<file path="src/rtl/divtimer.sv">
module divtimer #(
  parameter int CW = 32,
  parameter int VW = 8
) (
  input  logic          clk,
  input  logic          rst_n,
  input  logic          wr_en,
  input  logic [1:0]    wr_sel,
  input  logic [CW-1:0] wr_data,
  output logic [CW-1:0] cur_count,
  output logic [3:0]    div_cfg,
  output logic [17:0]   timer_entry,
  output logic          evt_valid,
  output logic [VW-1:0] evt_vector
);
  localparam int PSW = 7;
  localparam logic [17:0] ENTRY_RST = 18'h10000;

  logic [CW-1:0]  init_q, cnt_q;
  logic [3:0]     div_q;
  logic [17:0]    ent_q;
  logic [PSW-1:0] psc_q;
  logic           done_q;

  wire [2:0]     code    = {div_q[3], div_q[1:0]};
  wire [2:0]     shift   = code + 3'd1;
  wire [PSW-1:0] lowmask = PSW'((8'd1 << shift) - 8'd1);
  wire           tick    = (psc_q & lowmask) == lowmask;
  wire           repeat_m = ent_q[17];
  wire           masked  = ent_q[16];
  wire           load    = wr_en && (wr_sel == 2'd0);
  wire           expire  = tick && (cnt_q == '0) && (init_q != '0) && (repeat_m || !done_q);

  assign cur_count   = cnt_q;
  assign div_cfg     = div_q;
  assign timer_entry = ent_q;

  always_ff @(posedge clk or negedge rst_n) begin
    if (!rst_n) begin
      init_q     <= '0;
      cnt_q      <= '0;
      div_q      <= '0;
      ent_q      <= ENTRY_RST;
      psc_q      <= '0;
      done_q     <= 1'b0;
      evt_valid  <= 1'b0;
      evt_vector <= '0;
    end else begin
      evt_valid  <= expire && !masked && !load;
      evt_vector <= ent_q[VW-1:0];
      if (load) begin
        init_q <= wr_data;
        cnt_q  <= wr_data;
        psc_q  <= '0;
        done_q <= 1'b0;
      end else begin
        psc_q <= psc_q + 1'b1;
        if (tick) begin
          if (cnt_q != '0) cnt_q <= cnt_q - 1'b1;
          else if (expire) begin
            if (repeat_m) cnt_q <= init_q;
            else done_q <= 1'b1;
          end
        end
      end
      if (wr_en && wr_sel == 2'd1) div_q <= wr_data[3:0] & 4'hB;
      if (wr_en && wr_sel == 2'd2) ent_q <= wr_data[17:0];
    end
  end
endmodule


</file>
<file path="config.mk">
export PLATFORM = sky130hd
export DESIGN_NAME = divtimer
export DESIGN_NICKNAME = d
export VERILOG_FILES = /design/src/rtl/divtimer.sv
export SDC_FILE = /design/constraint.sdc
export NUM_CORES = 1
export LEC_CHECK = 0
export BUFFER_PORTS_ARGS = -buffer_cell sky130_fd_sc_hd__buf_4
export CAP_MARGIN = 15
export CORE_MARGIN = 2
export CORE_UTILIZATION = 50
export DETAILED_ROUTE_END_ITERATION = 16
export PLACE_DENSITY = 0.77
export RECOVER_POWER = 50
export SLEW_MARGIN = 20
export SYNTH_ARGS = -nofsm -noshare
export SYNTH_HDL_FRONTEND = slang
export SYNTH_SLANG_ARGS = --single-unit
</file>
<file path="constraint.sdc">
create_clock -name clk -period 2.5 [get_ports clk]
set_input_delay 0.375 -clock clk [delete_from_list [all_inputs] [get_ports clk]]
set_output_delay 0.375 -clock clk [all_outputs]
set_load 0.1 [all_outputs]
</file>
==> flow_summary.yaml, run 1 <==
clock_network:
  cts.path.max_buffers: 2
  clkTransAtPathRegs_ps: 100
  worst_skew_pair.late_latency_ps: 380
  h-tree-depth: 3
  cts_sinks: 102
  cts_tree: "yes"
  root_buffer: "clkbuf_8"
  cts_inserted_buffers: 9
run_status:
  violations: "setup timing"
  outcome: "complete, but fails checks"
floorplan:
  ios: 100
  initial_core_util_pct: 51.2
  die_h_um: 106
  die_area_mm2: 0.0113
  fp.dieW_um: 106
  core_mm2: 0.0102
  core.rowCount: 37
finish:
  final_core_util_pct: 69.3
  final_cell_mix: "146 x buf_4, 121 x nand2_1, 74 x dfrtp_1"
  antenna_cells: 0
  fin_nets: 747
  n_fill_cell: 761
  layout_commonest_cell: "buf_4"
  multi_input_area_mm2: 0.00279
  layout-drive-gt1-share_pct: 38.7
  area_growth_syn_to_layout_pct: 35.5
  layout.area.seq_mm2: 0.00260
worst_setup_path:
  r2r_cells: 9
  ff2ff_setup_slack_ps: -50
  critPathArrivalTime_ps: 2860
  crit_path_start: "cur_count[17]"
  critPathMaxFanout: 5
  path_class: "reg -> reg"
  r2r_start: "cur_count[17]"
  crit_path_end: "cur_count[30]"
  cp-start-kind: "flop"
  end_kind: "flop"
  reg2reg_to: "cur_count[30]"
  critPathRequiredTime_ps: 2810
grt:
  grt_overflow: 0
  track_usage_pct: 26.7
  grt_pass1_wl_um: 23800
  grt_pass1_vias: 4761
  grt_start_max_net_pins: 57
  antenna_found_initial: 0
place:
  gp_congestion: 0.900
  io_buffers: 98
  post-dp-hpwl_um: 10400
  preCtsSetupSlack_ps: 7.03
logic_synthesis:
  ys.flop_type: "dfrtp_1"
  syn_area_per_cell_um2: 9.23
  syn_area_mm2: 0.00523
  synth_fp_nets: 608
  yosysWarnings: 0
  synthCells: 567
  synth_edf_count: 0
  async_reset_ff_share_pct: 100
  yosysSeqAreaShare_pct: 48.8
  synth_cell_type_count: 59
  ys_seq_elements: 102
sta:
  rsz0062_at_grt: "true"
  finClkSkew_ps: 10.7
  finalHoldViolations: 0
  layout_setup_ws_ps: -54.1
  fin_crit_sh_pct: 102
  fmax_mhz: 392
  period_minus_slack_ps: 2550
  whs_ps: 194
  worstMarginPinSlew_ps: 1270
  maxSlewHeadroom_pct: 15.4
  finalSetupTns_ps: -150
  slew_viol_final: 0
  finalSetupViolCount: 7
detailed_routing:
  drtIter0Drc: 377
  viasPerCell: 6.05
  drc: 0
  dr_total_vias: 5122
  wl_um: 15600
  wl_per_cell_um: 18.4
  drtPass1Iterations: 5
  ant_nets: 0
power:
  power_leakage_uw: 0.00316
  total_power_uw: 6670
  intPower_uw: 3420
  pwr-share-seq_pct: 35.5
  p_clk_share_pct: 16.0
  pwr_density_cell_mw_per_mm2: 942
  vdd_drop_max_mv: 0.586
  pwr-share-comb_pct: 48.5
  sw_frac_of_total_pct: 48.7
  p_sw_uw: 3250
worst_hold_path:
  min_path_type: "in -> reg"
  min_from: "wr_data[21]"
flow_run:
  cap_violations: 0
-- worst max-delay path, cell delays in order, from the launching register on --
cell	delay, ps
dfrtp_4	510
or4_4	520
nor4b_4	280
buf_6	160
nand3_2	110
buf_4	180
mux2i_1	130
o31ai_1	280
mux2i_1	160
o21ai_1	140
-- per-layer routing --
metal  vias up  GRT usage (%)  wire length [µm]  share of wire [%]
met5         -              0                 0                  0
met4         0           9.87               329                2.1
met3        29           3.80              1100                7.0
met2       235           43.2              7610                 49
met1      2522           36.7              6530                 42
li1       2336              -                 -                  -
-- metrics by stage --
step | cells | instance area, µm²
after floorplan | 567 | 5460
after global placement | 805 | 6530
after detailed placement | 805 | 6530
after CTS | 823 | 6750
after global routing | 847 | 7090
final | 847 | 7090
-- power groups by stage --
stage          clock, µW  sequential, µW  combinational, µW
2_1_floorplan          0            3810                806
3_3_place_gp           0            2370               2990
3_5_place_dp           0            2390               3030
4_1_cts             1090            2360               3040
5_1_grt             1150            2420               3380
6_report            1070            2370               3230
-- layout make-up --
cell class,count,area share [%]
Clock buffer,11,1.99
Clock inverter,5,0.830
Inverter,4,0.212
Multi-Input combinational cell,428,39.4
Sequential cell,102,36.6
Tap cell,136,2.40
Timing Repair Buffer,161,18.5
-- synthesized netlist by cell type, types with 5 or more instances --
cell	instances	share of area, %
nor4_1	14	1.7
and2_1	6	0.72
a32oi_1	9	1.5
mux2_2	21	4.5
dfrtp_1	101	48
o2111ai_1	5	0.84
o21ai_0	17	1.6
a31oi_1	5	0.60
xor2_1	5	0.84
and3_1	5	0.60
nand4_1	5	0.60
mux2i_1	6	1.1
nor2_1	40	2.9
o211ai_1	7	1.0
a21oi_1	27	2.6
a211oi_1	10	1.4
or4_1	6	0.86
clkbuf_1	22	1.6
o31ai_1	17	2.4
nand3_1	25	2.4
xnor2_1	5	0.84
nand2_1	122	8.7
nor3_1	18	1.7
-- what timing repair did --
action | CTS | global route
setup endpoints to repair | 1 | 24
buffers inserted | 1 | 22
gates cloned | 0 | 2
hold endpoints to repair | 29 | 0
hold buffers | 1 | 0
pin swaps | 0 | 14
resized for setup | 0 | 35
-- state kept, by name, summed over array words and instances, names as in the netlist --
register / cells
div_cfg: 3
timer_entry: 18
cur_count: 32
init_q: 32
evt_valid: 1
evt_vector: 8
psc_q: 7
done_q: 1
-- worst min-delay path by stage --
stage	cells after the start	slack, ps	end
floorplan	0	80	cur_count[0]
global placement	1	340	evt_vector[2]
detailed placement	1	340	evt_vector[6]
CTS	3	180	init_q[21]
global route	3	200	init_q[22]
finish	3	190	init_q[21]
-- cell families (layout without fill, tap and decap cells) --
kind of cell             count (synthesis)  after routing  synth area share, %
buffers and inverters                   37            181                 3.06
AND/OR/NAND/NOR                        272            272                 25.0
adder cells (fa/ha/maj)                  4              4                0.956
other                                    1              1               0.0717
flip-flops                             102            102                 48.8
multiplexers                            27             27                 5.67
AO/OA/AOI/OAI                          114            114                 14.8
XOR/XNOR                                10             10                 1.67
Power figures use the tool's default switching activity.
==> run 2: changes to the inputs <==
CAP_MARGIN = 20   (was 15)
CORE_UTILIZATION = 40   (was 50)
PLACE_DENSITY = 0.64   (was 0.77)
==> run 2 against run 1 <==
The flow still finishes with violations (setup timing). Critical endpoint is now cur_count[6]. Critical path type unchanged. Core utilization is 13 points lower. Critical path depth rose by 2. Flip-flop and latch count unchanged. Highest routed layer unchanged. Global-route usage decreased by 4.2 points.
==> flow_summary.yaml, run 2 (synthesized netlist as in run 1, its figures left out) <==
grt:
  antenna_found_initial: 0
  grt_start_max_net_pins: 43
  grt_pass1_vias: 4887
  track_usage_pct: 22.5
  grt_overflow: 0
  grt_pass1_wl_um: 25200
place:
  post-dp-hpwl_um: 10800
  gp_congestion: 0.912
  io_buffers: 98
  place_area_mm2: 0.00662
  dpl.cell_count: 848
finish:
  final_cell_count_no_fill: 882
  final_cell_mix: "148 x buf_4, 121 x nand2_1, 74 x dfrtp_1"
  finalInstanceArea_mm2: 0.00716
  layout-drive-gt1-share_pct: 38.3
  layout_commonest_cell: "buf_4"
  n_fill_cell: 1152
  antenna_cells: 0
  area_growth_syn_to_layout_pct: 36.7
  fin_nets: 746
  final_core_util_pct: 56.3
sta:
  slew_viol_final: 0
  layout_setup_ws_ps: -54.1
  period_minus_slack_ps: 2550
  rsz0062_at_grt: "true"
  fmax_mhz: 392
  maxSlewHeadroom_pct: 17.7
  whs_ps: 175
  fin_crit_sh_pct: 102
  worstMarginPinSlew_ps: 1230
  finalHoldViolations: 0
  finClkSkew_ps: 11.0
  finalSetupViolCount: 2
detailed_routing:
  drc: 0
  dr_total_vias: 4946
  drtIter0Drc: 271
  drtPass1Iterations: 5
  ant_nets: 0
  viasPerCell: 5.61
  wl_per_cell_um: 17.7
  wl_um: 15600
clock_network:
  h-tree-depth: 3
  cts_tree: "yes"
  root_buffer: "clkbuf_16"
  clkTransAtPathRegs_ps: 70
  cts_inserted_buffers: 9
  cts.path.max_buffers: 2
  cts_sinks: 102
  worst_skew_pair.late_latency_ps: 360
worst_setup_path:
  path_class: "reg -> reg"
  reg2reg_to: "cur_count[6]"
  cpPeakStageDelay_ps: 470
  crit_path_end: "cur_count[6]"
  r2r_cells: 11
  cpMaxStageDelayCell: "dfrtp_4"
  crit_path_cell_trace: "or3_4 -> ha_4 -> a21boi_1 -> a31oi_1 -> o2111ai_2 -> buf_6 -> a21oi_4 -> buf_12 -> buf_4 -> mux2i_1 -> o211ai_1"
  ff2ff_setup_slack_ps: -50
  critPathRequiredTime_ps: 2730
  cp-start-kind: "flop"
  end_kind: "flop"
  crit_path_start: "div_cfg[1]"
  critPathMaxFanout: 5
  critPathArrivalTime_ps: 2780
  r2r_start: "div_cfg[1]"
run_status:
  outcome: "complete, but fails checks"
  violations: "setup timing"
worst_hold_path:
  min_path_type: "in -> async"
floorplan:
  die_area_mm2: 0.0140
  fp.dieW_um: 118
  core.rowCount: 41
  core_mm2: 0.0127
  ios: 100
  initial_core_util_pct: 41.1
  die_h_um: 118
power:
  power_leakage_uw: 0.00318
  pwr_density_cell_mw_per_mm2: 983
  vdd_drop_max_mv: 0.695
flow_run:
  cap_violations: 0
[run 2: final cells by class]
cell class                 instances  area [µm²]  area share (%)
clock buffer                      10         239            3.34
clock inverter                     6        68.8           0.962
inverter                           4        15.0           0.210
multi-input combinational        428        2750            38.5
sequential                       102        2600            36.3
tap                              172         215            3.01
timing repair buffer             160        1270            17.7
[run 2: worst min-delay path by stage]
stage	start	to	slack, ps	cells after the start
floorplan	rst_n	cur_count[0]	80	0
global placement	timer_entry[7]	evt_vector[7]	380	0
detailed placement	timer_entry[4]	evt_vector[4]	390	0
CTS	rst_n	timer_entry[0]	9	1
global route	wr_data[19]	init_q[19]	210	3
finish	rst_n	timer_entry[0]	170	1
[run 2: worst max-delay path, delay by kind of cell (launching register included)]
family	cells	cell delay (ps)
flip-flops	1	470
multiplexers	1	170
adder cells (fa/ha/maj)	1	190
AO/OA/AOI/OAI	5	780
buffers and inverters	3	420
AND/OR/NAND/NOR	1	360
[run 2: what timing repair did]
action	CTS	global route
setup buffers	4	14
endpoints found under the setup margin	3	28
resized for setup	0	31
gates cloned	0	0
pin swaps	2	15
hold buffers	0	0
[run 2: report_power, final]
group | leakage [µW] | total [µW] | switching [µW] | internal, µW
Sequential | 0.00118 | 2360 | 367 | 1990
Clock | 0.000149 | 1470 | 662 | 811
Combinational | 0.00185 | 3210 | 2290 | 916
Total | 0.00318 | 7040 | 3320 | 3720
[run 2: routing by layer]
metal / share of wire, % / vias to the layer above / global-route usage [%]
li1: - / 2328 / -
met5: 0 / - / 0
met2: 47 / 178 / 35.0
met1: 44 / 2410 / 30.5
met4: 2.1 / 0 / 8.71
met3: 6.2 / 30 / 5.36
[run 2: per-stage QoR]
stage | total power (µW) | setup TNS [ps] | worst slack, ps
4_1_cts | 6940 | -3.52 | -3.52
3_3_place_gp | 5400 | 0 | 119
3_5_place_dp | 5440 | 0 | 15.0
5_1_grt | 7350 | -1270 | -133
6_report | 7040 | -66.2 | -54.1
2_1_floorplan | 4610 | -2940 | -156
==> run 3: changes to the inputs <==
PLACE_DENSITY = not set   (was 0.64)
==> run 3 against run 2 <==
The run now ends clean. Worst setup slack better by 82 ps. Count of clock-buffer cells in the layout is the same. First-iteration DRC count up 14%. Final area up 0.47%. Core utilization is 0.27 points higher. Non-clock buffer count decreased by 4. Cell count fell by 0.45%. Worst hold slack better by 37 ps. Critical path type unchanged. Critical endpoint is now cur_count[29]. Largest power group unchanged.
==> flow_summary.yaml, run 3 (synthesized netlist as in run 1, its figures left out) <==
clock_network:
  cts_sinks: 102
  h-tree-depth: 3
  cts_inserted_buffers: 9
  clkTransAtPathRegs_ps: 80
  cts.path.max_buffers: 2
  worst_skew_pair.late_latency_ps: 360
  root_buffer: "clkbuf_16"
  cts_tree: "yes"
grt:
  grt_start_max_net_pins: 61
  grt_pass1_vias: 4950
  antenna_found_initial: 0
  track_usage_pct: 23.0
  grt_pass1_wl_um: 25600
  grt_overflow: 0
finish:
  final_core_util_pct: 56.5
  fin_nets: 742
  final_cell_mix: "146 x buf_4, 122 x nand2_1, 74 x dfrtp_1"
  n_fill_cell: 1208
  multi_input_area_mm2: 0.00279
  antenna_cells: 0
  layout_commonest_cell: "buf_4"
  area_growth_syn_to_layout_pct: 37.4
  layout.area.seq_mm2: 0.00260
  layout-drive-gt1-share_pct: 38.2
floorplan:
  ios: 100
  die_h_um: 118
  core_mm2: 0.0127
  die_area_mm2: 0.0140
  core.rowCount: 41
  fp.dieW_um: 118
  initial_core_util_pct: 41.1
place:
  post-dp-hpwl_um: 11000
  io_buffers: 98
  gp_congestion: 0.854
sta:
  fmax_mhz: 405
  slew_viol_final: 0
  period_minus_slack_ps: 2470
  worstMarginPinSlew_ps: 654
  maxSlewHeadroom_pct: 56.4
  finalSetupViolCount: 0
  finClkSkew_ps: 12.2
  fin_crit_sh_pct: 98.9
  finalHoldViolations: 0
  rsz0062_at_grt: "true"
worst_setup_path:
  critPathRequiredTime_ps: 2770
  r2r_start: "cur_count[14]"
  critPathMaxFanout: 6
  cp-start-kind: "flop"
  reg2reg_to: "cur_count[29]"
  end_kind: "flop"
  ff2ff_setup_slack_ps: 30
  critPathArrivalTime_ps: 2750
  r2r_cells: 8
  path_class: "reg -> reg"
worst_hold_path:
  worstHoldPathCells: 3
  min_to: "init_q[9]"
  min_path_type: "in -> reg"
  min_from: "wr_data[9]"
detailed_routing:
  drtIter0Drc: 308
  wl_per_cell_um: 18.2
  wl_um: 16000
  drtPass1Iterations: 5
  dr_total_vias: 4988
  viasPerCell: 5.68
  drc: 0
  ant_nets: 0
power:
  vdd_drop_max_mv: 0.414
  pwr_density_cell_mw_per_mm2: 968
  total_power_uw: 6960
  power_leakage_uw: 0.00316
flow_run:
  cap_violations: 0
run_status:
  outcome: "finished, final reports clean"
==> run 3: cell types whose count changed in the layout (fill, tap and decap cells not counted), moves of 2 or more <==
cell and change:
inv_2 -2, a211oi_1 -7, clkinv_2 +2, inv_1 +2, clkbuf_16 +2, nor3_2 -2
buf_8 -2, a211oi_2 +6, buf_4 -2, clkbuf_2 -2, nor4b_2 +2, nor3_1 +2
==> run 3: worst max-delay path by stage <==
stage	from	to	slack, ps	cells after the start
after floorplan	div_cfg[1]	cur_count[18]	-160	11
after global placement	div_cfg[1]	cur_count[12]	80	9
after detailed placement	div_cfg[1]	cur_count[12]	10	9
after CTS	div_cfg[1]	cur_count[12]	6	9
after global routing	cur_count[14]	cur_count[29]	-60	8
final	cur_count[14]	cur_count[29]	30	8
==> run 3: timing repair <==
item / CTS / global route
hold endpoints to repair: 1 / 0
resized for setup: 0 / 29
hold buffers: 1 / 0
setup buffers: 0 / 10
endpoints found under the setup margin: 0 / 20
==> run 3: metal layers <==
| metal | share of wire (%) | routed length (µm) | vias to the layer above | track usage (%) |
|---|---|---|---|---|
| met5 | 0 | 0 | - | 0 |
| met4 | 2.3 | 362 | 0 | 9.08 |
| met3 | 4.7 | 757 | 25 | 3.47 |
| met2 | 48 | 7670 | 155 | 36.8 |
| met1 | 45 | 7240 | 2485 | 31.3 |
| li1 | - | - | 2323 | - |
==> run 3: power by group <==
part | switching (µW) | leakage [µW] | internal [µW]
logic | 2270 | 0.00184 | 889
registers | 391 | 0.00118 | 1990
clock network | 648 | 0.000143 | 776
total | 3300 | 0.00316 | 3660
==> run 3: cell type report <==
cell class | instances | share of cell area (%)
clock inverter | 6 | 0.853
clock buffer | 10 | 3.18
multi-input combinational | 428 | 38.9
tap | 172 | 2.99
sequential | 102 | 36.1
timing repair buffer | 156 | 17.8
inverter | 4 | 0.209
==> run 3: worst max-delay path: stages, from the launching register on <==
cell,delay (ps)
dfrtp_4,520
or4_4,580
nor4b_4,230
buf_6,170
nand3_4,100
nor2_4,130
mux2i_1,70
or4_1,470
o211ai_1,100
==> run 3: stage by stage <==
stage | instances | setup TNS [ps] | hold WS [ps] | area (µm²) | setup WS, ps
floorplan | 567 | -2940 | 79.4 | 5460 | -156
global placement | 849 | 0 | 375 | 6640 | 81.7
detailed placement | 849 | 0 | 380 | 6640 | 14.9
CTS | 866 | 0 | 211 | 6940 | 6.45
global route | 878 | -137 | 226 | 7190 | -59.0
finish | 878 | 0 | 212 | 7190 | 28.3
